===== config.mk =====
export PLATFORM = sky130hd
export DESIGN_NAME = rstctl_top
export DESIGN_NICKNAME = d
export VERILOG_FILES = /design/src/rtl/rstctl_pkg.sv /design/src/rtl/rstctl_sync.sv /design/src/rtl/rstctl_stretch.sv /design/src/rtl/rstctl_cause.sv /design/src/rtl/rstctl_pad.sv /design/src/rtl/rstctl_top.sv
export SDC_FILE = /design/constraint.sdc
export NUM_CORES = 1
export LEC_CHECK = 0
export ABC_AREA = 1
export BUFFER_PORTS_ARGS = -buffer_cell sky130_fd_sc_hd__buf_2
export CAP_MARGIN = 40
export CORE_MARGIN = 10
export CORE_UTILIZATION = 30
export DETAILED_ROUTE_END_ITERATION = 16
export PLACE_DENSITY = 0.78
export SYNTH_ARGS = -nofsm -noshare
export SYNTH_HDL_FRONTEND = slang
export SYNTH_SLANG_ARGS = --single-unit

===== constraint.sdc =====
create_clock -name clk_i -period 1.4 [get_ports clk_i]
set_input_delay 0.14 -clock clk_i [delete_from_list [all_inputs] [get_ports clk_i]]
set_output_delay 0.14 -clock clk_i [all_outputs]
set_load 0.03 [all_outputs]

===== src/rtl/rstctl_pkg.sv =====
`timescale 1ns/1ps
package rstctl_pkg;
    localparam int unsigned CAUSE_N   = 3;
    localparam int unsigned CAUSE_PFD = 0;
    localparam int unsigned CAUSE_EXT = 1;
    localparam int unsigned CAUSE_WDT = 2;
    // sources that assert asynchronously share the cause indices 0 and 1
    localparam int unsigned ASYNC_N   = 2;

    typedef logic [CAUSE_N-1:0] cause_vec_t;
endpackage


===== src/rtl/rstctl_sync.sv =====
`timescale 1ns/1ps
module rstctl_sync #(
    parameter int unsigned STAGES = 2
) (
    input  logic clk_i,
    input  logic req_n_i,
    output logic ok_o
);
    localparam int unsigned W = (STAGES < 2) ? 2 : STAGES;

    typedef struct packed {
        logic [W-1:0] sh;
    } sync_st_t;

    sync_st_t st_d, st_q;

    always_comb begin
        st_d    = st_q;
        st_d.sh = {st_q.sh[W-2:0], 1'b1};
    end

    always_ff @(posedge clk_i or negedge req_n_i) begin
        if (!req_n_i) st_q <= '0;
        else          st_q <= st_d;
    end

    assign ok_o = st_q.sh[W-1];
endmodule


===== src/rtl/rstctl_stretch.sv =====
`timescale 1ns/1ps
module rstctl_stretch #(
    parameter int unsigned HOLD = 16
) (
    input  logic clk_i,
    input  logic arst_n_i,
    input  logic src_ok_i,
    input  logic kick_i,
    output logic active_o
);
    localparam int unsigned HOLD_E = (HOLD < 1) ? 1 : HOLD;
    localparam int unsigned CNT_W  = $clog2(HOLD_E + 1);
    localparam logic [CNT_W-1:0] HOLD_C = CNT_W'(HOLD_E);
    localparam logic [CNT_W-1:0] ONE_C  = CNT_W'(1);

    typedef struct packed {
        logic [CNT_W-1:0] cnt;
        logic             active;
    } str_st_t;

    str_st_t st_d, st_q;

    always_comb begin
        st_d = st_q;
        if (!src_ok_i || kick_i) begin
            st_d.cnt    = HOLD_C;
            st_d.active = 1'b1;
        end else if (st_q.cnt != '0) begin
            st_d.cnt    = st_q.cnt - ONE_C;
            st_d.active = (st_q.cnt != ONE_C);
        end
    end

    always_ff @(posedge clk_i or negedge arst_n_i) begin
        if (!arst_n_i) begin
            st_q.cnt    <= HOLD_C;
            st_q.active <= 1'b1;
        end else begin
            st_q <= st_d;
        end
    end

    assign active_o = st_q.active;
endmodule


===== src/rtl/rstctl_cause.sv =====
`timescale 1ns/1ps
module rstctl_cause
    import rstctl_pkg::*;
(
    input  logic       clk_i,
    input  cause_vec_t set_i,
    input  logic       clr_we_i,
    input  cause_vec_t clr_mask_i,
    output cause_vec_t flags_o
);
    typedef struct packed {
        cause_vec_t flags;
    } cause_st_t;

    cause_st_t st_d, st_q;

    always_comb begin
        st_d = st_q;
        if (clr_we_i) st_d.flags = st_d.flags & ~clr_mask_i;
        st_d.flags = st_d.flags | set_i;   // setting wins over clearing
    end

    // no reset on purpose: the flags must outlive every reset
    always_ff @(posedge clk_i) begin
        st_q <= st_d;
    end

    assign flags_o = st_q.flags;
endmodule


===== src/rtl/rstctl_pad.sv =====
`timescale 1ns/1ps
module rstctl_pad #(
    parameter int unsigned PORTS  = 6,
    parameter int unsigned PORT_W = 8,
    parameter int unsigned FD_W   = 8
) (
    input  logic                    force_i,
    input  logic [PORTS*PORT_W-1:0] func_port_out_i,
    input  logic [PORTS-1:0]        func_port_oe_i,
    input  logic [FD_W-1:0]         func_fd_out_i,
    input  logic                    func_fd_oe_i,
    input  logic                    func_wp_i,
    input  logic                    func_ce_i,
    output logic [PORTS*PORT_W-1:0] pad_port_out_o,
    output logic [PORTS-1:0]        pad_port_oe_o,
    output logic [FD_W-1:0]         pad_fd_out_o,
    output logic                    pad_fd_oe_o,
    output logic                    pad_wp_o,
    output logic                    pad_ce_o
);
    for (genvar p = 0; p < PORTS; p++) begin : g_port
        // port 0 floats in reset, every other port drives all ones
        localparam logic SAFE_DRV = (p != 0);
        assign pad_port_out_o[p*PORT_W +: PORT_W] =
            force_i ? {PORT_W{SAFE_DRV}} : func_port_out_i[p*PORT_W +: PORT_W];
        assign pad_port_oe_o[p] = force_i ? SAFE_DRV : func_port_oe_i[p];
    end

    assign pad_fd_out_o = force_i ? '0   : func_fd_out_i;
    assign pad_fd_oe_o  = force_i ? 1'b0 : func_fd_oe_i;
    assign pad_wp_o     = force_i ? 1'b0 : func_wp_i;
    assign pad_ce_o     = force_i ? 1'b1 : func_ce_i;
endmodule


===== src/rtl/rstctl_top.sv =====
`timescale 1ns/1ps
module rstctl_top
    import rstctl_pkg::*;
#(
    parameter int unsigned HOLD_CYCLES = 16,
    parameter int unsigned SYNC_STAGES = 2,
    parameter int unsigned PORTS       = 6,
    parameter int unsigned PORT_W      = 8,
    parameter int unsigned FD_W        = 8,
    parameter int unsigned VEC_W       = 16,
    parameter logic [VEC_W-1:0] RESET_VEC = '0
) (
    input  logic                    clk_i,
    input  logic                    ext_rst_n_i,
    input  logic                    pwr_fail_i,
    input  logic                    wdt_timeout_i,
    input  logic                    cause_clr_we_i,
    input  logic [2:0]              cause_clr_i,
    input  logic [PORTS*PORT_W-1:0] func_port_out_i,
    input  logic [PORTS-1:0]        func_port_oe_i,
    input  logic [FD_W-1:0]         func_fd_out_i,
    input  logic                    func_fd_oe_i,
    input  logic                    func_wp_i,
    input  logic                    func_ce_i,
    output logic                    sys_rst_n_o,
    output logic [VEC_W-1:0]        reset_vec_o,
    output logic [2:0]              cause_o,
    output logic [PORTS*PORT_W-1:0] pad_port_out_o,
    output logic [PORTS-1:0]        pad_port_oe_o,
    output logic [FD_W-1:0]         pad_fd_out_o,
    output logic                    pad_fd_oe_o,
    output logic                    pad_wp_o,
    output logic                    pad_ce_o
);
    logic [ASYNC_N-1:0] req_n;
    logic [ASYNC_N-1:0] src_ok;
    logic               all_ok;
    logic               arst_n;
    logic               hold_active;
    logic               pad_force;
    cause_vec_t         cause_set;
    cause_vec_t         cause_flags;

    assign req_n[CAUSE_PFD] = ~pwr_fail_i;
    assign req_n[CAUSE_EXT] = ext_rst_n_i;
    assign arst_n           = &req_n;

    for (genvar s = 0; s < ASYNC_N; s++) begin : g_sync
        rstctl_sync #(.STAGES(SYNC_STAGES)) i_sync (
            .clk_i   (clk_i),
            .req_n_i (req_n[s]),
            .ok_o    (src_ok[s])
        );
        assign cause_set[s] = ~src_ok[s];
    end
    assign cause_set[CAUSE_WDT] = wdt_timeout_i;
    assign all_ok               = &src_ok;

    rstctl_stretch #(.HOLD(HOLD_CYCLES)) i_stretch (
        .clk_i    (clk_i),
        .arst_n_i (arst_n),
        .src_ok_i (all_ok),
        .kick_i   (wdt_timeout_i),
        .active_o (hold_active)
    );

    rstctl_cause i_cause (
        .clk_i      (clk_i),
        .set_i      (cause_set),
        .clr_we_i   (cause_clr_we_i),
        .clr_mask_i (cause_clr_i),
        .flags_o    (cause_flags)
    );

    assign pad_force = ~arst_n | wdt_timeout_i | hold_active;

    rstctl_pad #(.PORTS(PORTS), .PORT_W(PORT_W), .FD_W(FD_W)) i_pad (
        .force_i         (pad_force),
        .func_port_out_i (func_port_out_i),
        .func_port_oe_i  (func_port_oe_i),
        .func_fd_out_i   (func_fd_out_i),
        .func_fd_oe_i    (func_fd_oe_i),
        .func_wp_i       (func_wp_i),
        .func_ce_i       (func_ce_i),
        .pad_port_out_o  (pad_port_out_o),
        .pad_port_oe_o   (pad_port_oe_o),
        .pad_fd_out_o    (pad_fd_out_o),
        .pad_fd_oe_o     (pad_fd_oe_o),
        .pad_wp_o        (pad_wp_o),
        .pad_ce_o        (pad_ce_o)
    );

    assign sys_rst_n_o = ~hold_active;
    assign reset_vec_o = RESET_VEC;
    assign cause_o     = cause_flags;
endmodule


==> results of run 1 <==
-- layout make-up --
type | count | area share
repair buffers | 153 | 0.4985
multi-input cells | 127 | 0.2886
flip-flops and latches | 13 | 0.1246
inverters | 31 | 0.04636
well taps | 48 | 0.02393
clock buffers | 4 | 0.01795
-- registers in the layout (all words and copies together), names as in the netlist --
signal,cells
g_sync.i_sync.st_q,4
i_cause.flags_o,3
i_stretch.active_o,1
i_stretch.st_q,5
-- power by group through the flow --
stage          clock, uW  combinational (uW)  sequential, uW
2_1_floorplan          0                 152             420
3_3_place_gp           0                 239             410
3_5_place_dp           0                 243             411
4_1_cts              340                 256             405
5_1_grt              363                 300             407
6_report             328                 272             405
-- routing by layer --
layer	track usage	part of all wire	up-vias
met2	0.3142	0.57	76
met4	0.02769	0.0065	0
met5	0	0	-
met3	0.04590	0.066	6
met1	0.1544	0.36	728
li1	-	-	772
-- per-stage QoR --
stage	util	worst slack (ps)	hold slack, ps	area, sq um	instances
floorplan	-	15.60	-155.6	1247	194
global placement	0.5010	69.59	-65.75	1876	363
detailed placement	0.5010	42.74	-65.70	1876	363
CTS	0.6377	-190.5	134.8	2387	374
global route	0.6705	-251.4	168.1	2510	376
finish	0.6705	-191.6	145.0	2510	376
-- kinds of logic after synthesis --
kind of cell             after synthesis
AND/OR/NAND/NOR                      103
buffers and inverters                 54
flip-flops                            13
AO/OA/AOI/OAI                          4
adder cells (fa/ha/maj)                2
other                                  2
-- layout by cell type (no fill, tap or decap), types with 2 or more instances in the layout --
cell,count
dfxtp_1,3
buf_2,76
buf_4,18
or2_1,27
nand3_1,3
buf_12,2
nor2_4,4
or2_4,19
dlygate4sd3_1,3
dfstp_2,2
conb_1,18
nor2_2,3
inv_1,30
nand2_1,23
dfrtp_1,8
clkbuf_16,3
buf_6,50
clkbuf_8,3
nor2_1,23
o21ai_0,2
-- worst min-delay path by stage --
stage	to	slack, ps	from
after CTS	i_cause.flags_o[1]	130	cause_clr_i[1]
final	i_cause.flags_o[1]	150	cause_clr_i[1]
after detailed placement	g_sync[1].i_sync.st_q[0]	-70	ext_rst_n_i
after floorplan	g_sync[1].i_sync.st_q[0]	-160	ext_rst_n_i
after global routing	i_cause.flags_o[0]	170	cause_clr_i[0]
after global placement	g_sync[1].i_sync.st_q[1]	-70	ext_rst_n_i
-- worst max-delay path, stage by stage, from the launching register on --
cell       delay (ps)
dfstp_2           380
nor2_4            130
nand2_8           110
clkbuf_16         190
or2_1             240
buf_6             150
-- what timing repair did --
action | CTS | global route
setup endpoints to repair | 65 | 68
pin swaps | 1 | 2
gates cloned | 2 | 3
hold buffers | 3 | 0
buffers inserted | 2 | 0
resized for setup | 123 | 25
endpoints found under the hold margin | 8 | 0
==> results_dict.tcl, run 1 <==
set metrics [dict create \
    skew_ps 3.719 \
    synth_top_family_by_area "simple AND/OR/NAND/NOR gates" \
    rrSetupSlack_ps 130 \
    p_leak_uw 0.001390 \
    period_minus_slack_ps 1592 \
    wl_per_cell_um 16.69 \
    maxCapViolCount 0 \
    synth_compound_area_frac 0.01897 \
    clockPowerShare 0.327 \
    gp_congestion 0.8081 \
    overflow 0 \
    synthArstFlopShare 0.7692 \
    critical_path_class "reg -> out" \
    portBuffers 141 \
    switchingPower_uw 300.8 \
    die_area_sq_um 6874 \
    synthAdderAreaFrac 0.02107 \
    grt_pass1_wl_um 9025 \
    ir_worst_vdd_mv 0.4720 \
    p_sw_frac 0.2991 \
    clkTransAtPathRegs_ps 50 \
    synth_seq_cells 13 \
    finalSetupTns_ps -8416 \
    cts_buffers 3 \
    p_seq_frac 0.403 \
    ys_types 21 \
    postSynthAreaPerCell_sq_um 6.671 \
    die_w_um 82.91 \
    drc 0 \
    synth-edff-count 0 \
    critPathCaptureType "output port" \
    vias 1582 \
    startpoint_type "flip-flop" \
    synth_top_cell_area_share 0.1686 \
    cts_tree "yes" \
    netlist_area_sq_um 1187 \
    timing.rr.end "i_stretch.st_q[2]" \
    crit_arrival_ps 1450 \
    syn_inst 178 \
    min_path_type "in -> reg" \
    setup_viol 65 \
    synth_xor_area_frac 0 \
    nFillCells 287 \
    diodes 0 \
    run_status "complete, but fails checks" \
    synth_top_cells_by_count "inv_1 (31), or2_1 (31), nor2_1 (28)" \
    ctsHtreeMaxLevel 1 \
    power_uw 1006 \
    holdPathStages 4 \
    intPower_uw 704.8 \
    ys.warnings.count 0 \
    cp_max_fo 8 \
    fin_nets 404 \
    floorplan.initialDensity 0.3172 \
    area_delta_synth_final_pct 111.4 \
    dieHeight_um 82.91 \
    antenna_found_initial 0 \
    clock.fmax_mhz 628.3 \
    drive_above_1_share 0.5610 \
    layout_setup_ws_ps -191.6 \
    multi_input_area_sq_um 724.4 \
    power_density_nw_per_um2 400.7 \
    grt_pass1_vias 1543 \
    cp.required_ps 1260 \
    muxShareOfSynthArea 0 \
    wl_um 6277 \
    ys.flop_type "dfrtp_1" \
    drv_slew 0 \
    reg2reg_from "i_stretch.st_q[2]" \
    yosysTopAreaCell "dfrtp_1" \
    fin_crit_sh 1.137 \
    combPwrFrac 0.271 \
    firstDrtPassIters 4 \
    drt_iter0_markers 42 \
    ant_nets 0 \
    core_area_sq_um 3744 \
    grt_max_degree 18 \
    register_area_sq_um 312.8 \
    clock-root-buffer "clkbuf_8" \
    dp_hpwl_um 4346 \
    synth-simple-area-share 0.4362 \
    hold_viol 0 \
    viasPerCell 4.207 \
    clk_latency_ps 240 \
    setup.worst_path.start "i_stretch.active_o" \
    cp-endpoint "pad_port_out_o[17]" \
    clock_sinks 13 \
    grt_usage 0.1574 \
    synth_seq_area_share 0.2634 \
    rr_worst_depth 8 \
    num_rows 22 \
    synthTopCellsByArea "dfrtp_1 (17%), or2_1 (16%), buf_4 (10%)" \
    violations "negative setup slack" \
    boundaryPins 158 \
    rsz0062_at_grt "yes" \
    cts_buffer_depth 2 \
]
Power figures use the tool's default switching activity.
==> run 2: changes to the inputs <==
--- a/config.mk
+++ b/config.mk
@@ -11,7 +11,7 @@
 export CORE_MARGIN = 10
 export CORE_UTILIZATION = 30
 export DETAILED_ROUTE_END_ITERATION = 16
-export PLACE_DENSITY = 0.78
+export PLACE_DENSITY = 0.82
 export SYNTH_ARGS = -nofsm -noshare
 export SYNTH_HDL_FRONTEND = slang
 export SYNTH_SLANG_ARGS = --single-unit
==> run 2 against run 1 <==
Effect of this change: the run still ends with negative setup slack left; global-route usage rose by 2.1 points; first-iteration DRC count rose by 29%; flip-flop and latch count did not move; core utilization fell by 3.6 points; count of clock-buffer cells in the layout fell by 1; non-clock buffer count fell by 3; critical endpoint is now pad_port_out_o[38]; largest cell class unchanged.
==> results_dict.tcl, run 2 (same netlist as run 1, synthesis figures left out) <==
set metrics [dict create \
    startpoint_type "flip-flop" \
    die_area_sq_um 6874 \
    drv_slew 0 \
    place_area_sq_um 1876 \
    critPathCaptureType "output port" \
    grt_usage 0.1782 \
    grt_max_degree 43 \
    drc 0 \
    overflow 0 \
    skew_ps 2.101 \
    wl_per_cell_um 17.44 \
    nFillCells 319 \
    critical_path_class "reg -> out" \
    p_leak_uw 0.001333 \
    clock_sinks 13 \
    dp_hpwl_um 4612 \
    antenna_found_initial 0 \
    run_status "complete, but fails checks" \
    cp.required_ps 1260 \
    clock.fmax_mhz 630.6 \
    clkTransAtPathRegs_ps 50 \
    grt_pass1_wl_um 9956 \
    core_area_sq_um 3744 \
    power_uw 1007 \
    fin_nets 401 \
    boundaryPins 158 \
    layout_setup_ws_ps -185.9 \
    worst_hold_slack_ps 145.9 \
    crit_arrival_ps 1450 \
    multi_input_area_sq_um 670.6 \
    die_w_um 82.91 \
    final_area_sq_um 2375 \
    power_density_nw_per_um2 424.2 \
    largest_register "i_stretch.st_q" \
    dieHeight_um 82.91 \
    cts_tree "yes" \
    gp_congestion 0.8436 \
    clock-root-buffer "clkbuf_8" \
    floorplan.initialDensity 0.3172 \
    largest_reg_flops 5 \
    diodes 0 \
    register_area_sq_um 312.8 \
    layout_common_cells "buf_2 (76), buf_6 (48), inv_1 (30)" \
    cts_buffer_depth 2 \
    viasPerCell 4.298 \
    period_minus_slack_ps 1586 \
    drt_iter0_markers 54 \
    ant_nets 0 \
    area_delta_synth_final_pct 100.0 \
    rsz0062_at_grt "yes" \
    maxCapViolCount 0 \
    clk_latency_ps 250 \
    grt_pass1_vias 1625 \
    cp_max_fo 42 \
    cts_buffers 3 \
    fin_crit_sh 1.133 \
    violations "negative setup slack" \
    setup_viol 65 \
    vias 1603 \
    portBuffers 141 \
    drive_above_1_share 0.5538 \
    ir_worst_vdd_mv 0.5784 \
    ctsHtreeMaxLevel 1 \
    min_path_type "in -> reg" \
    hold_viol 0 \
    final_common_cell "buf_2" \
    num_rows 22 \
    firstDrtPassIters 4 \
    wl_um 6506 \
]
-- run 2: worst max-delay path: stages, from the launching register on --
cell and delay [ps]:
dfstp_2 580, nor2_4 50, nand2_4 80, buf_12 170
or2_1 160, buf_6 140
-- run 2: layer usage --
metal / track usage / share of wire / up-vias
met5: 0 / 0 / -
met4: 0.04308 / 0.012 / 0
met3: 0.05371 / 0.085 / 7
met2: 0.3589 / 0.58 / 82
met1: 0.1670 / 0.32 / 752
li1: - / - / 762
-- run 2: power by group --
| group | internal, uW | switching, uW |
|---|---|---|
| logic | 108 | 160 |
| clock network | 197 | 138 |
| registers | 394 | 10.0 |
-- run 2: what timing repair did --
action,in CTS,in global routing
hold endpoints to repair,8,0
buffers inserted,2,0
cloned,1,0
hold buffers,3,0
gates resized for setup,119,9
setup endpoints to repair,65,67
pin swaps,1,2
-- run 2: area by class of cell --
type | instances | share of cell area
timing repair buffer | 150 | 0.4921
multi-input combinational | 127 | 0.2824
sequential | 13 | 0.1317
inverter | 31 | 0.04900
tap | 48 | 0.02529
clock buffer | 3 | 0.01739
clock inverter | 1 | 0.002107
-- run 2: path summary, 6_finish.rpt --
kind                                       endpoint  slack (ps)  cells past startpoint                startpoint
max in group asynchronous        i_stretch.active_o         680                      5               ext_rst_n_i
setup reg to reg                 i_stretch.active_o         150                      8         i_stretch.st_q[2]
hold / removal                   i_cause.flags_o[1]         150                      4            cause_clr_i[1]
setup / recovery                 pad_port_out_o[38]        -190                      5        i_stretch.active_o
min in group asynchronous  g_sync[1].i_sync.st_q[1]         240                      2               ext_rst_n_i
hold reg to reg            g_sync[0].i_sync.st_q[1]         350                      0  g_sync[0].i_sync.st_q[0]
-- run 2: metrics by stage --
step / TNS (ps) / util / cells / setup WS, ps
after detailed placement: 0 / 0.5010 / 363 / 42.73
after CTS: -7227 / 0.6287 / 373 / -162.9
final: -8901 / 0.6344 / 373 / -185.9
after global routing: -12950 / 0.6344 / 373 / -246.3
after global placement: 0 / 0.5010 / 363 / 60.34
after floorplan: 0 / - / 194 / 15.60
==> run 3: changes to the inputs <==
==> constraint.sdc (replaced) <==
create_clock -name clk_i -period 1.4 [get_ports clk_i]
set_input_delay 0.14 -clock clk_i [delete_from_list [all_inputs] [get_ports clk_i]]
set_output_delay 0.14 -clock clk_i [all_outputs]
set_load 0.02 [all_outputs]
==> run 3 against run 2 <==
Effect of this change: the flow still finishes with violations (negative setup slack); register-to-register slack about the same; clock power decreased by 2%; wire length increased by 3.2%; cell count increased by 1.3%; first-iteration DRC count decreased by 35%; flip-flop and latch count unchanged; core utilization increased by 2.6 points; fmax decreased by 1.4%; sequential power about the same; non-clock buffer count increased by 5; power decreased by 2.7%; global-route usage decreased by 2.7 points; critical endpoint is now pad_port_out_o[11]; largest cell class unchanged; largest power group unchanged.
==> results_dict.tcl, run 3 (same netlist as run 1, synthesis figures left out) <==
set metrics [dict create \
    area_delta_synth_final_pct 108.2 \
    gp_congestion 0.8382 \
    largest_reg_flops 5 \
    min-delay-start "cause_clr_i[1]" \
    boundaryPins 158 \
    drive_above_1_share 0.5697 \
    diodes 0 \
    rsz0062_at_grt "yes" \
    wl_um 6715 \
    cp_max_fo 11 \
    drv_slew 0 \
    clk_latency_ps 240 \
    power_uw 980.4 \
    dieHeight_um 82.91 \
    period_minus_slack_ps 1608 \
    clock_sinks 13 \
    skew_ps 3.841 \
    worstPathCellList "nor2_4 -> nand2_8 -> clkbuf_16 -> or2_1 -> buf_6" \
    multi_input_area_sq_um 716.9 \
    ctsHtreeMaxLevel 1 \
    min_path_type "in -> reg" \
    startpoint_type "flip-flop" \
    fin_nets 406 \
    clock-root-buffer "clkbuf_8" \
    final_common_cell "buf_2" \
    largest_register "i_stretch.st_q" \
    drc 0 \
    cts_tree "yes" \
    num_rows 22 \
    critPathCaptureType "output port" \
    cts_buffers 3 \
    dp_hpwl_um 4664 \
    cts_buffer_depth 2 \
    portBuffers 141 \
    vias 1598 \
    floorplan.initialDensity 0.3172 \
    critical_path_class "reg -> out" \
    crit_family "simple AND/OR/NAND/NOR gates" \
    die_w_um 82.91 \
    ant_nets 0 \
    grt_usage 0.1512 \
    run_status "complete, but fails checks" \
    grt_pass1_wl_um 8500 \
    place_area_sq_um 1876 \
    drt_iter0_markers 35 \
    overflow 0 \
    clock.fmax_mhz 621.7 \
    p_leak_uw 0.001402 \
    nFillCells 294 \
    setup.worst_path.start "i_stretch.active_o" \
    grt_pass1_vias 1507 \
    layout_common_cells "buf_2 (92), buf_6 (49), inv_1 (30)" \
    firstDrtPassIters 4 \
    fin_crit_sh 1.149 \
    power_density_nw_per_um2 396.5 \
    cp.required_ps 1260 \
    maxCapViolCount 0 \
    violations "negative setup slack" \
    wl_per_cell_um 17.76 \
    antenna_found_initial 0 \
    grt_max_degree 43 \
    clkTransAtPathRegs_ps 60 \
    layout_setup_ws_ps -208.4 \
    slowest_delay_ps 380 \
    path_buf_inv 2 \
    die_area_sq_um 6874 \
    cp_slowest_cell "dfstp_2" \
    register_area_sq_um 312.8 \
    final_area_sq_um 2472 \
    setup_viol 65 \
    crit_arrival_ps 1470 \
    reg2reg_from "i_stretch.st_q[1]" \
    viasPerCell 4.228 \
    hold_viol 0 \
    core_area_sq_um 3744 \
    ir_worst_vdd_mv 0.5869 \
    dp_slack_ps 61.51 \
]
==> run 3: changes by cell type in the layout (fill, tap and decap cells not counted), sizes merged <==
| cell | change |
|---|---|
| clkbuf | +4 |
| buf | +1 |
==> run 3: cell type report <==
cell class	instances	area share
Timing Repair Buffer	155	0.4934
Clock inverter	1	0.002024
Multi-Input combinational cell	127	0.2900
Sequential cell	13	0.1265
Clock buffer	3	0.01670
Tap cell	48	0.02429
Inverter	31	0.04706
==> run 3: what timing repair did <==
item	4_1_cts	5_1_grt
hold buffers	3	0
hold endpoints to repair	8	0
cloned	1	6
gates resized for setup	66	61
buffers inserted	2	0
pin swaps	1	2
endpoints found under the setup margin	65	68
==> run 3: final timing paths <==
kind / to / slack [ps] / cells after the start
max: pad_port_out_o[11] / -210 / 5
max reg2reg: i_stretch.st_q[2] / 150 / 8
max in group asynchronous: i_stretch.st_q[5] / 610 / 5
min reg2reg: g_sync[1].i_sync.st_q[1] / 350 / 0
min: i_cause.flags_o[1] / 140 / 4
min in group asynchronous: g_sync[1].i_sync.st_q[0] / 220 / 2
==> run 3: stage by stage <==
stage	hold slack [ps]	setup TNS (ps)	cells	util
2_1_floorplan	-155.6	0	194	-
3_3_place_gp	-64.98	0	363	0.5010
3_5_place_dp	-61.52	0	363	0.5010
4_1_cts	137.0	-6549	373	0.5876
5_1_grt	173.4	-11480	378	0.6604
6_report	142.6	-8646	378	0.6604
==> run 3: worst register-to-register path: stages, from the launching register on <==
cell and delay, ps:
dfrtp_1 390, inv_2 90, ha_1 180, inv_1 50
nor2_2 100, nand2_1 110, nor2_2 140, nand2_1 60
nand2_1 60
==> run 3: power by group <==
group          internal (uW)  total [uW]  switching, uW
Clock                    196         329            133
Combinational            109         247            138
Sequential               394         404           9.95
Total                    700         980            280
==> run 3: routing by layer <==
metal  up-vias  global-route usage  share of wire
met5         -                   0              0
met4         0             0.04308          0.029
met1       718              0.1341           0.34
met2        87              0.3087           0.55
met3        17             0.04883          0.080
li1        776                   -              -
